<file path="config.mk">
export PLATFORM = sky130hd
export DESIGN_NAME = useq_top
export DESIGN_NICKNAME = d
export VERILOG_FILES = /design/src/rtl/useq_pkg.sv /design/src/rtl/useq_rom.sv /design/src/rtl/useq_select.sv /design/src/rtl/useq_scan.sv /design/src/rtl/useq_top.sv
export SDC_FILE = /design/constraint.sdc
export NUM_CORES = 1
export LEC_CHECK = 0
export BUFFER_PORTS_ARGS = -buffer_cell sky130_fd_sc_hd__buf_2
export CORE_ASPECT_RATIO = 0.8
export CORE_MARGIN = 2
export CORE_UTILIZATION = 35
export DETAILED_ROUTE_END_ITERATION = 12
export HOLD_SLACK_MARGIN = 0.02
export SLEW_MARGIN = 20
export SYNTH_ARGS = -nofsm -noshare
export SYNTH_HDL_FRONTEND = slang
export SYNTH_SLANG_ARGS = --single-unit
</file>
<file path="constraint.sdc">
create_clock -name clk -period 3.9 [get_ports clk]
set_clock_uncertainty 0.05 [all_clocks]
set_input_delay 0 -clock clk [delete_from_list [all_inputs] [get_ports clk]]
set_output_delay 0 -clock clk [all_outputs]
set_load 0.005 [all_outputs]
</file>
<file path="src/rtl/useq_pkg.sv">
package useq_pkg;

    localparam int GROUP   = 8;
    localparam int MAXW    = 512;
    localparam int SUM_W   = 16;

    typedef enum logic [1:0] {
        SQ_IDLE = 2'd0,
        SQ_DISP = 2'd1,
        SQ_RUN  = 2'd2
    } seq_state_e;

    typedef enum logic [1:0] {
        SC_IDLE = 2'd0,
        SC_FILL = 2'd1,
        SC_ACC  = 2'd2,
        SC_DONE = 2'd3
    } scan_state_e;

    typedef enum logic [1:0] {
        SEL_LOW  = 2'd0,
        SEL_HIGH = 2'd1,
        SEL_TWO  = 2'd2,
        SEL_FALL = 2'd3
    } sel_mode_e;

    function automatic logic [31:0] mix32(input logic [31:0] x);
        logic [31:0] v;
        v = x * 32'h9E37_79B1 + 32'h5A5A_1234;
        return v ^ (v >> 16);
    endfunction

    // Store contents, computed; wider words use further 32-bit chunks.
    function automatic logic [MAXW-1:0] rom_word(input int unsigned a);
        logic [MAXW-1:0] r;
        r = '0;
        for (int j = 0; j < MAXW / 32; j++) begin
            r[32*j +: 32] = mix32(32'(a) + (32'(j) << 16));
        end
        return r;
    endfunction

    function automatic logic [SUM_W-1:0] rotl1(input logic [SUM_W-1:0] s);
        return {s[SUM_W-2:0], s[SUM_W-1]};
    endfunction

endpackage

</file>
<file path="src/rtl/useq_rom.sv">
module useq_rom
    import useq_pkg::*;
#(
    parameter int  WORD_W = 16,
    parameter int  DEPTH  = 64,
    localparam int ADDR_W = $clog2(DEPTH),
    localparam int GRP_W  = ADDR_W - 3
) (
    input  logic                      clk,
    input  logic                      grp_en,
    input  logic [GRP_W-1:0]          grp_addr,
    output logic [GROUP*WORD_W-1:0]   grp_words,
    input  logic [ADDR_W-1:0]         scan_addr,
    output logic [WORD_W-1:0]         scan_word
);

    logic [WORD_W-1:0] mem [DEPTH];

    for (genvar a = 0; a < DEPTH; a++) begin : g_word
        localparam logic [MAXW-1:0] FULL = rom_word(a);
        assign mem[a] = FULL[WORD_W-1:0];
    end

    // Group port: all eight words of the aligned group in one access.
    always_ff @(posedge clk) begin
        if (grp_en) begin
            for (int k = 0; k < GROUP; k++) begin
                grp_words[k*WORD_W +: WORD_W] <= mem[{grp_addr, 3'(k)}];
            end
        end
    end

    // Serial port for the checksum scan.
    always_ff @(posedge clk) begin
        scan_word <= mem[scan_addr];
    end

endmodule

</file>
<file path="src/rtl/useq_select.sv">
module useq_select
    import useq_pkg::*;
#(
    parameter int WORD_W = 16
) (
    input  logic [GROUP*WORD_W-1:0] cand,
    input  logic                    dispatched,
    input  logic [2:0]              disp_off,
    input  logic [1:0]              mode,
    input  logic                    set_bit,
    input  logic [3:0]              cond,
    output logic [2:0]              idx,
    output logic [WORD_W-1:0]       word
);

    logic [WORD_W-1:0] cw [GROUP];
    logic [1:0]        pair;

    for (genvar k = 0; k < GROUP; k++) begin : g_split
        assign cw[k] = cand[k*WORD_W +: WORD_W];
    end

    // Late path: cond feeds only this small mux.
    always_comb begin
        unique case (sel_mode_e'(mode))
            SEL_LOW:  pair = cond[1:0];
            SEL_HIGH: pair = cond[3:2];
            SEL_TWO:  pair = {1'b0, cond[0]};
            SEL_FALL: pair = 2'b00;
        endcase
        idx = dispatched ? disp_off : {set_bit, pair};
    end

    assign word = cw[idx];

endmodule

</file>
<file path="src/rtl/useq_scan.sv">
module useq_scan
    import useq_pkg::*;
#(
    parameter int  WORD_W = 16,
    parameter int  DEPTH  = 64,
    localparam int ADDR_W = $clog2(DEPTH)
) (
    input  logic              clk,
    input  logic              rst_n,
    input  logic              start,
    output logic [ADDR_W-1:0] rd_addr,
    input  logic [WORD_W-1:0] rd_word,
    output logic              done,
    output logic [SUM_W-1:0]  sum
);

    localparam int NCH   = (WORD_W + SUM_W - 1) / SUM_W;
    localparam int CNT_W = ADDR_W + 1;

    scan_state_e        st_q, st_d;
    logic [CNT_W-1:0]   cnt_q;
    logic [SUM_W-1:0]   sum_q;
    logic [NCH*SUM_W-1:0] padded;
    logic [SUM_W-1:0]   fold;
    logic               last;

    assign last = (cnt_q == CNT_W'(DEPTH));

    always_comb begin
        padded = '0;
        padded[WORD_W-1:0] = rd_word;
        fold = '0;
        for (int c = 0; c < NCH; c++) begin
            fold = fold ^ padded[SUM_W*c +: SUM_W];
        end
    end

    always_ff @(posedge clk) begin
        if (!rst_n) st_q <= SC_IDLE;
        else        st_q <= st_d;
    end

    always_comb begin
        st_d = st_q;
        if (start) begin
            st_d = SC_FILL;
        end else begin
            unique case (st_q)
                SC_IDLE: st_d = SC_IDLE;
                SC_FILL: st_d = SC_ACC;
                SC_ACC:  st_d = last ? SC_DONE : SC_ACC;
                SC_DONE: st_d = SC_DONE;
            endcase
        end
    end

    always_ff @(posedge clk) begin
        if (!rst_n) begin
            cnt_q <= '0;
            sum_q <= '0;
        end else if (start) begin
            cnt_q <= '0;
            sum_q <= '0;
        end else begin
            unique case (st_q)
                SC_FILL: cnt_q <= cnt_q + 1'b1;
                SC_ACC: begin
                    sum_q <= rotl1(sum_q) ^ fold;
                    if (!last) cnt_q <= cnt_q + 1'b1;
                end
                default: ;
            endcase
        end
    end

    assign rd_addr = cnt_q[ADDR_W-1:0];
    assign done    = (st_q == SC_DONE);
    assign sum     = sum_q;

    // a finished result stays put until the next start
    p_done_hold_r9: assert property (@(posedge clk) disable iff (!rst_n)
        (done && !start) |=> (done && $stable(sum)));

endmodule

</file>
<file path="src/rtl/useq_top.sv">
module useq_top
    import useq_pkg::*;
#(
    parameter int  WORD_W = 16,
    parameter int  DEPTH  = 64,
    localparam int ADDR_W = $clog2(DEPTH)
) (
    input  logic              clk,
    input  logic              rst_n,
    input  logic              dispatch_valid,
    input  logic [ADDR_W-1:0] dispatch_addr,
    input  logic [3:0]        cond,
    input  logic              stall,
    input  logic              scan_start,
    output logic              uinst_valid,
    output logic [WORD_W-1:0] uinst,
    output logic [ADDR_W-1:0] uaddr,
    output logic              scan_done,
    output logic [SUM_W-1:0]  scan_sum
);

    localparam int GRP_W = ADDR_W - 3;
    localparam int NXT_LO = 3;

    seq_state_e               st_q, st_d;
    logic [GRP_W-1:0]         grp_q, grp_d;
    logic [1:0]               mode_q;
    logic                     set_q;
    logic [2:0]               off_q;
    logic [WORD_W-1:0]        last_w_q;
    logic [ADDR_W-1:0]        last_a_q;
    logic                     have_q;
    logic                     up_q;

    logic [GROUP*WORD_W-1:0]  cand;
    logic [2:0]               idx;
    logic [WORD_W-1:0]        live_w;
    logic [ADDR_W-1:0]        live_a;
    logic [ADDR_W-1:0]        scan_addr;
    logic [WORD_W-1:0]        scan_word;
    logic                     commit;

    assign grp_d  = dispatch_valid ? dispatch_addr[ADDR_W-1:3]
                                   : live_w[NXT_LO +: GRP_W];
    assign live_a = {grp_q, idx};
    assign commit = !stall && (st_q != SQ_IDLE);

    useq_rom #(.WORD_W(WORD_W), .DEPTH(DEPTH)) u_rom (
        .clk       (clk),
        .grp_en    (!stall),
        .grp_addr  (grp_d),
        .grp_words (cand),
        .scan_addr (scan_addr),
        .scan_word (scan_word)
    );

    useq_select #(.WORD_W(WORD_W)) u_sel (
        .cand       (cand),
        .dispatched (st_q == SQ_DISP),
        .disp_off   (off_q),
        .mode       (mode_q),
        .set_bit    (set_q),
        .cond       (cond),
        .idx        (idx),
        .word       (live_w)
    );

    useq_scan #(.WORD_W(WORD_W), .DEPTH(DEPTH)) u_scan (
        .clk     (clk),
        .rst_n   (rst_n),
        .start   (scan_start),
        .rd_addr (scan_addr),
        .rd_word (scan_word),
        .done    (scan_done),
        .sum     (scan_sum)
    );

    // State register
    always_ff @(posedge clk) begin
        if (!rst_n) st_q <= SQ_IDLE;
        else        st_q <= st_d;
    end

    // Next state
    always_comb begin
        st_d = st_q;
        if (!stall) begin
            if (dispatch_valid) begin
                st_d = SQ_DISP;
            end else begin
                unique case (st_q)
                    SQ_IDLE:         st_d = SQ_IDLE;
                    SQ_DISP, SQ_RUN: st_d = SQ_RUN;
                    default:         st_d = SQ_IDLE;
                endcase
            end
        end
    end

    // Sequencing registers
    always_ff @(posedge clk) begin
        if (!rst_n) begin
            grp_q    <= '0;
            mode_q   <= '0;
            set_q    <= 1'b0;
            off_q    <= '0;
            last_w_q <= '0;
            last_a_q <= '0;
            have_q   <= 1'b0;
            up_q     <= 1'b0;
        end else begin
            up_q <= 1'b1;
            if (commit) begin
                last_w_q <= live_w;
                last_a_q <= live_a;
                have_q   <= 1'b1;
            end
            if (!stall) begin
                if (dispatch_valid) begin
                    grp_q <= grp_d;
                    off_q <= dispatch_addr[2:0];
                end else if (st_q != SQ_IDLE) begin
                    grp_q  <= grp_d;
                    mode_q <= live_w[1:0];
                    set_q  <= live_w[2];
                end
            end
        end
    end

    // Outputs
    always_comb begin
        uinst_valid = 1'b0;
        uinst       = '0;
        uaddr       = '0;
        if (stall) begin
            uinst_valid = have_q;
            uinst       = last_w_q;
            uaddr       = last_a_q;
        end else begin
            unique case (st_q)
                SQ_IDLE: ;
                SQ_DISP, SQ_RUN: begin
                    uinst_valid = 1'b1;
                    uinst       = live_w;
                    uaddr       = live_a;
                end
                default: ;
            endcase
        end
    end

    // an accepted entry address is what appears next
    p_dispatch_entry_r3: assert property (@(posedge clk) disable iff (!rst_n)
        (up_q && $past(dispatch_valid && !stall) && !stall)
        |-> (uinst_valid && uaddr == $past(dispatch_addr)));

    // the group comes from the previous word's successor field
    p_group_follow_r4: assert property (@(posedge clk) disable iff (!rst_n)
        (up_q && !stall && $past(!stall && !dispatch_valid && st_q != SQ_IDLE))
        |-> (uaddr[ADDR_W-1:3] == $past(uinst[NXT_LO +: GRP_W])));

    // outputs frozen across a stall
    p_stall_hold_r7: assert property (@(posedge clk) disable iff (!rst_n)
        (up_q && stall && $past(stall))
        |-> ($stable(uinst) && $stable(uaddr) && $stable(uinst_valid)));

endmodule

</file>
; ---- Word level (Yosys, flattened, before mapping)
; Memories as Yosys holds them, arrays and structs flattened. A register that Yosys moved wholly into a read port is not among the register bits.
; Index checks and enable logic that the tools add are counted.
[word_totals]
register_bits = 59
latch_bits = 0
ram_bits = 0
mem_bits_ro = 9216
input_bits = 15
wordCells = 89
memories = 9
[classes]
add_sub_neg = 1
multipliers = 0
div = 0
order_cmp = 1
eq_ne = 10
n_shift = 0
mux = 21
n_bitwise = 14
n_reduce_logical = 21
[mem_list]
columns = memory, depth, word_bits, rd, rd_ports_with_merged_regs, wr, line_no
row1 = (no name shown), 64, 16, 1, 1, 0, useq_rom.sv:28  ; grp_words[k*WORD_W +: WORD_W] <= mem[{grp_addr, 3'(k)}];
row2 = (no name shown), 64, 16, 1, 1, 0, useq_rom.sv:28
row3 = (no name shown), 64, 16, 1, 1, 0, useq_rom.sv:35  ; scan_word <= mem[scan_addr];
row4 = (no name shown), 64, 16, 1, 1, 0, useq_rom.sv:28
row5 = (no name shown), 64, 16, 1, 1, 0, useq_rom.sv:28
row6 = (no name shown), 64, 16, 1, 1, 0, useq_rom.sv:28
row7 = 3 more memories, n/a, n/a, n/a, n/a, n/a, n/a
[ops]
columns = cell, n
row1 = $mux 16, 4
row2 = $not 6->7, 9
row3 = $bmux 16 s3, 1
row4 = $pmux 2 s4, 2
row5 = $xor 16x16->16, 1
row6 = $pmux 7 s2, 1
row7 = $mux 3, 4
row8 = $mux 6, 2
row9 = $eq 2x2->1 const B, 5
row10 = $logic_not 1->1, 9
row11 = $add 7x1->7 const B, 1
row12 = $eq 7x7->1 const B, 1
row13 = $mux 7, 1
row14 = $eq 2x1->1 const B, 3
row15 = $reduce_and 2->1, 3
row16 = $reduce_bool 2->1, 3
row17 = $ge 4x4->1 const B, 1
row18 = $logic_not 2->1, 2
row19 = $mux 1, 4
row20 = $mux 2, 2
row21 = $not 3->4, 1
row22 = $reduce_or 2->1, 2
row23 = $not 1->1, 3
row24 = $reduce_and 3->1, 1
row25 = 2 further kinds, 2

; ---- Longest topological paths before layout
[depth]
depth_word = 10
mapped_depth = 14

; ---- Cells and area by module
; From an unflattened synthesis, not the netlist that was laid out.
[hier_totals]
hier_cells = 1059
area_unflattened_um2 = 9691.8
[by_module_without_submodules]
columns = module, instances, cells_each, area_each_um2
row1 = useq_rom, 1, 519, 5646.7
row2 = useq_top, 1, 223, 1650.3
row3 = useq_select, 1, 186, 1228.7
row4 = useq_scan, 1, 131, 1166.1

; ---- Worst setup path after synthesis
; OpenSTA, ideal clock, no wires.
[synth_timing]
path_type = register -> register
startpoint = register st_q[1]
endpoint = register u_rom.grp_words[120] (data pin)
setup_time_ns = 0.267
arrival_ns = 2.921
path_slack_ns = 0.662
stages_incl_launch_ff = 13
synth_period_minus_slack_ns = 3.238
cell_sequence = dfxtp_1 -> inv_1 -> ha_1 -> or2b_1 -> o31ai_4 -> mux4_2 -> a221oi_2 -> mux2_4 -> buf_6 -> buf_6 -> ha_1 -> clkbuf_1 -> xnor2_1
[synth_between]
elab_chain_cells = 8
[synth_lines]
columns = element, line_no
row1 = from (decl), useq_top.sv:25  ; seq_state_e st_q, st_d;
row2 = from (signal assigned), useq_top.sv:81  ; else st_q <= st_d;
row3 = $eq 2x1->1, useq_top.sv:59  ; .dispatched (st_q == SQ_DISP),
row4 = $mux 3, useq_select.sv:31  ; idx = dispatched ? disp_off : {set_bit, pair};
row5 = $not 3->4 (not written as such), useq_select.sv:34  ; assign word = cw[idx];
row6 = $bmux 16 s3, useq_select.sv:34
row7 = $mux 16 (not written as such) (2 in a row), useq_select.sv:34
row8 = $mux 3, useq_top.sv:43  ; assign grp_d = dispatch_valid ? dispatch_addr[ADDR_W-1:3]
row9 = $not 6->7 (not written as such), useq_rom.sv:28
row10 = to (decl), useq_rom.sv:12  ; output logic [GROUP*WORD_W-1:0] grp_words,
; No other way between the ends. The select of a mux whose other input is x is not followed.
; A chain may end at the register's enable or synchronous reset.

; ---- Worst setup path after layout
[layout_timing]
startpoint = register st_q[1]
endpoint = register u_rom.grp_words[31] (data pin)
; The elaborated chain is that of the path after synthesis.

==> results.yml <==
outcome:
  run_status: "complete, no violations"
floorplanning:
  coreArea_mm2: 0.02639
  die_w_um: 187.6
  floorplan.initialDensity_pct: 35.75
  top_level_ports: 55
  fp.dieArea_mm2: 0.02830
  dieHeight_um: 150.9
  num_rows: 53
clock_network:
  clock_latency_on_the_worst_skew_pair_ns: 0.44
  htree_levels: 4
  cts_buffer_depth: 2
  number_of_buffers_created_by_cts: 17
  worst_setup_hold_path_clk_slew_ns: 0.08
  clock_tree_from_tritoncts: "done"
  cts_post_setup_buffers_inserted: 0
  clockRootBuffer: "clkbuf_16"
  clkSinkCount: 169
cells_and_area:
  fraction_of_final_layout_cells_with_drive_strength_greater_than_1_pct: 15.67
  postLayoutCoreUtil_pct: 40.55
  synthToLayoutAreaGrowth_pct: 13.42
  layout.cells.most_common_list: "nand2_1, edfxtp_1, mux2i_1, dfxtp_1, nor2_1"
  fill_cells: 2603
  layout.cells.most_common: "nand2_1"
  nNetsFinal: 1038
  num_antenna_cells: 0
routing:
  met2RoutedLength_um: 10800
  antenna_violating_nets_post_route: 0
  first_pass_iters: 6
  wirelength_met1_um: 14020
  drcViolationCount: 0
  num_vias: 7534
  wl_per_cell_um: 19.69
  detailedRoute.firstIterationViolations: 892
  drt_wl_total_um: 26870
  top_signal_layer_used: "met4"
  route.met3.wl_um: 1648
  vias_per_cell: 5.519
logic_synthesis:
  ys_async_sr_fraction_pct: 0
  syn-cell-area_mm2: 0.009437
  avgSynthCellArea_um2: 9.728
  postSynthRegisterBits: 169
  synthesized_instance_count: 970
  yosysWarningCount: 0
  seq_area_frac_synth_pct: 45.82
  post_syn_nets: 1013
  synth-main-ff-cell: "edfxtp_1"
  yosys_cell_types: 67
  synth-edff-count: 94
sta:
  final_critical_path_setup_slack_ns: 0.3359
  fin_crit_ns: 3.564
  report.final.slew_viol_count: 0
  achievable-frequency_mhz: 280.6
  finalHoldViolations: 0
  rsz0062_at_grt: "no"
  timing_worst_slew_pin_value_ns: 1.051
  setup_viol_count_final: 0
  relSlewSlack_pct: 29.93
  totalNegativeSetupSlack_ns: 0
  final_min_period_over_clock_period_pct: 91.39
worst_setup_path:
  timing_worst_setup_path_type: "reg2reg"
  cp.required_ns: 4.11
  startpoint_type: "register"
  critical_path.max_fanout: 25
  reg2reg_depth: 11
  cp-end-kind: "register"
  cp_data_arrival_time_ns: 3.78
global_route:
  globalRouteOverflowTotal: 0
  initial_antenna_violation_count: 0
  grt_max_degree: 54
  grt_pass1_vias: 6715
  gr-usage-all-layers_pct: 19.04
  global_route_wire_length_before_repair_um: 41240
power:
  worst_ir_drop_vdd_v: 0.0002805
  power_leakage_nw: 4.071
  power-per-cell-area_mw_per_mm2: 444.7
hold_path:
  timing.hold.worst.class: "in2reg"
  whs_path_depth: 2
place:
  detailedPlace.worstSlack_ns: 0.2572
  place_congestion: 0.9292
  dp_hpwl_um: 17930
  port_buffers: 54
job:
  drv_cap: 0
## path summary, 6_finish.rpt
check                                                      to            startpoint  slack (ns)
worst min-delay path                u_scan.st_q[0]$_SDFF_PN0_                 rst_n        0.13
worst min register to register            have_q$_SDFFE_PN0P_   have_q$_SDFFE_PN0P_        0.42
worst max register to register  u_rom.grp_words[31]$_DFFE_PN_  st_q[1]$_SDFFE_PN0N_        0.34
worst max-delay path            u_rom.grp_words[31]$_DFFE_PN_  st_q[1]$_SDFFE_PN0N_        0.34
## cells in the mapped netlist (6+ instances only)
cell type | n | area (um^2)
nor2_1 | 70 | 262.8
a311oi_1 | 6 | 52.55
inv_1 | 22 | 82.58
a22o_1 | 12 | 105.1
mux2i_1 | 90 | 900.9
and2_1 | 9 | 56.30
xnor2_1 | 27 | 236.5
nor2b_1 | 16 | 100.1
ha_1 | 28 | 350.3
a21oi_1 | 48 | 240.2
o211ai_1 | 11 | 82.58
o21ba_2 | 8 | 80.08
buf_2 | 16 | 80.08
nor3_1 | 11 | 55.05
nand3_1 | 19 | 95.09
o22ai_1 | 6 | 37.54
nand4_1 | 6 | 37.54
a211oi_1 | 31 | 232.7
clkbuf_1 | 58 | 217.7
a21boi_0 | 10 | 75.07
mux2_2 | 9 | 101.4
o21ai_0 | 66 | 330.3
edfxtp_1 | 94 | 2823
a22oi_1 | 6 | 45.04
nand2_1 | 122 | 457.9
a31oi_1 | 8 | 50.05
dfxtp_1 | 75 | 1501
## stage by stage
| step | instance area [um^2] | cells | hold WS [ns] | power, mW |
|---|---|---|---|---|
| finish | 10700 | 1365 | 0.1331 | 4.759 |
| CTS | 10690 | 1365 | 0.1114 | 4.779 |
| detailed placement | 10050 | 1326 | 0.2120 | 3.110 |
| global placement | 10050 | 1326 | 0.2161 | 3.102 |
| global route | 10700 | 1365 | 0.1321 | 4.952 |
| floorplan | 9437 | 970 | 0.07382 | 2.809 |
## cells by family (layout without fill, tap and decap cells)
group	Yosys count	count (layout)	synth area share, %
muxes	104	104	11.65
and+or+nand+nor	268	268	12.42
AOI/OAI and AO/OA	255	255	18.36
DFF	169	169	45.82
buffers and inverters	115	153	5.145
adders and majority gates	28	28	3.713
xor gates and xnor gates	31	31	2.877
## flip-flops by register name, indices dropped and copies added, names as in the netlist
signal           flops
set_q                1
off_q                3
grp_q                3
u_rom.scan_word     16
u_rom.grp_words     94
mode_q               2
u_scan.st_q          2
have_q               1
u_scan.sum          16
last_a_q             6
st_q                 2
u_scan.cnt_q         7
last_w_q            16
## final cells by class
cell class              instances  area [um^2]  share of cell area [%]
multi-input cells             686         4648                   43.43
repair buffers                 92        601.8                   5.623
clock inverters                14        141.4                   1.321
clock buffers                  18        429.2                   4.010
well taps                     357        446.7                   4.173
inverters                      29        110.1                   1.029
flip-flops and latches        169         4325                   40.41
## what timing repair did
action,CTS,global route
gates resized for setup,0,1
endpoints found under the setup margin,0,9
hold endpoints to repair,11,0
hold buffers,7,0
## worst max-delay path, stage by stage, from the launching register on
cell and delay (ns):
dfxtp_1 0.31, inv_1 0.08, ha_1 0.40, buf_4 0.21, and2_1 0.26, a21o_1 0.13
buf_4 0.33, o21ai_0 0.26, o31a_2 0.47, inv_2 0.29, buf_4 0.31, mux2i_1 0.28
## report_power, final
part	internal, mW	total (mW)	leakage, nW	switching [mW]
clock network	0.895	1.67	0.271	0.777
registers	2.12	2.20	1.52	0.0820
logic	0.346	0.890	2.28	0.544
## routing by layer
metal  global-route usage [%]  vias to the layer above
met5                        0                        -
met3                    3.058                       28
li1                         -                     3556
met4                    5.433                        0
met2                    25.35                      279
met1                    30.74                     3671
No activity file was read; power rests on OpenSTA's default activity.
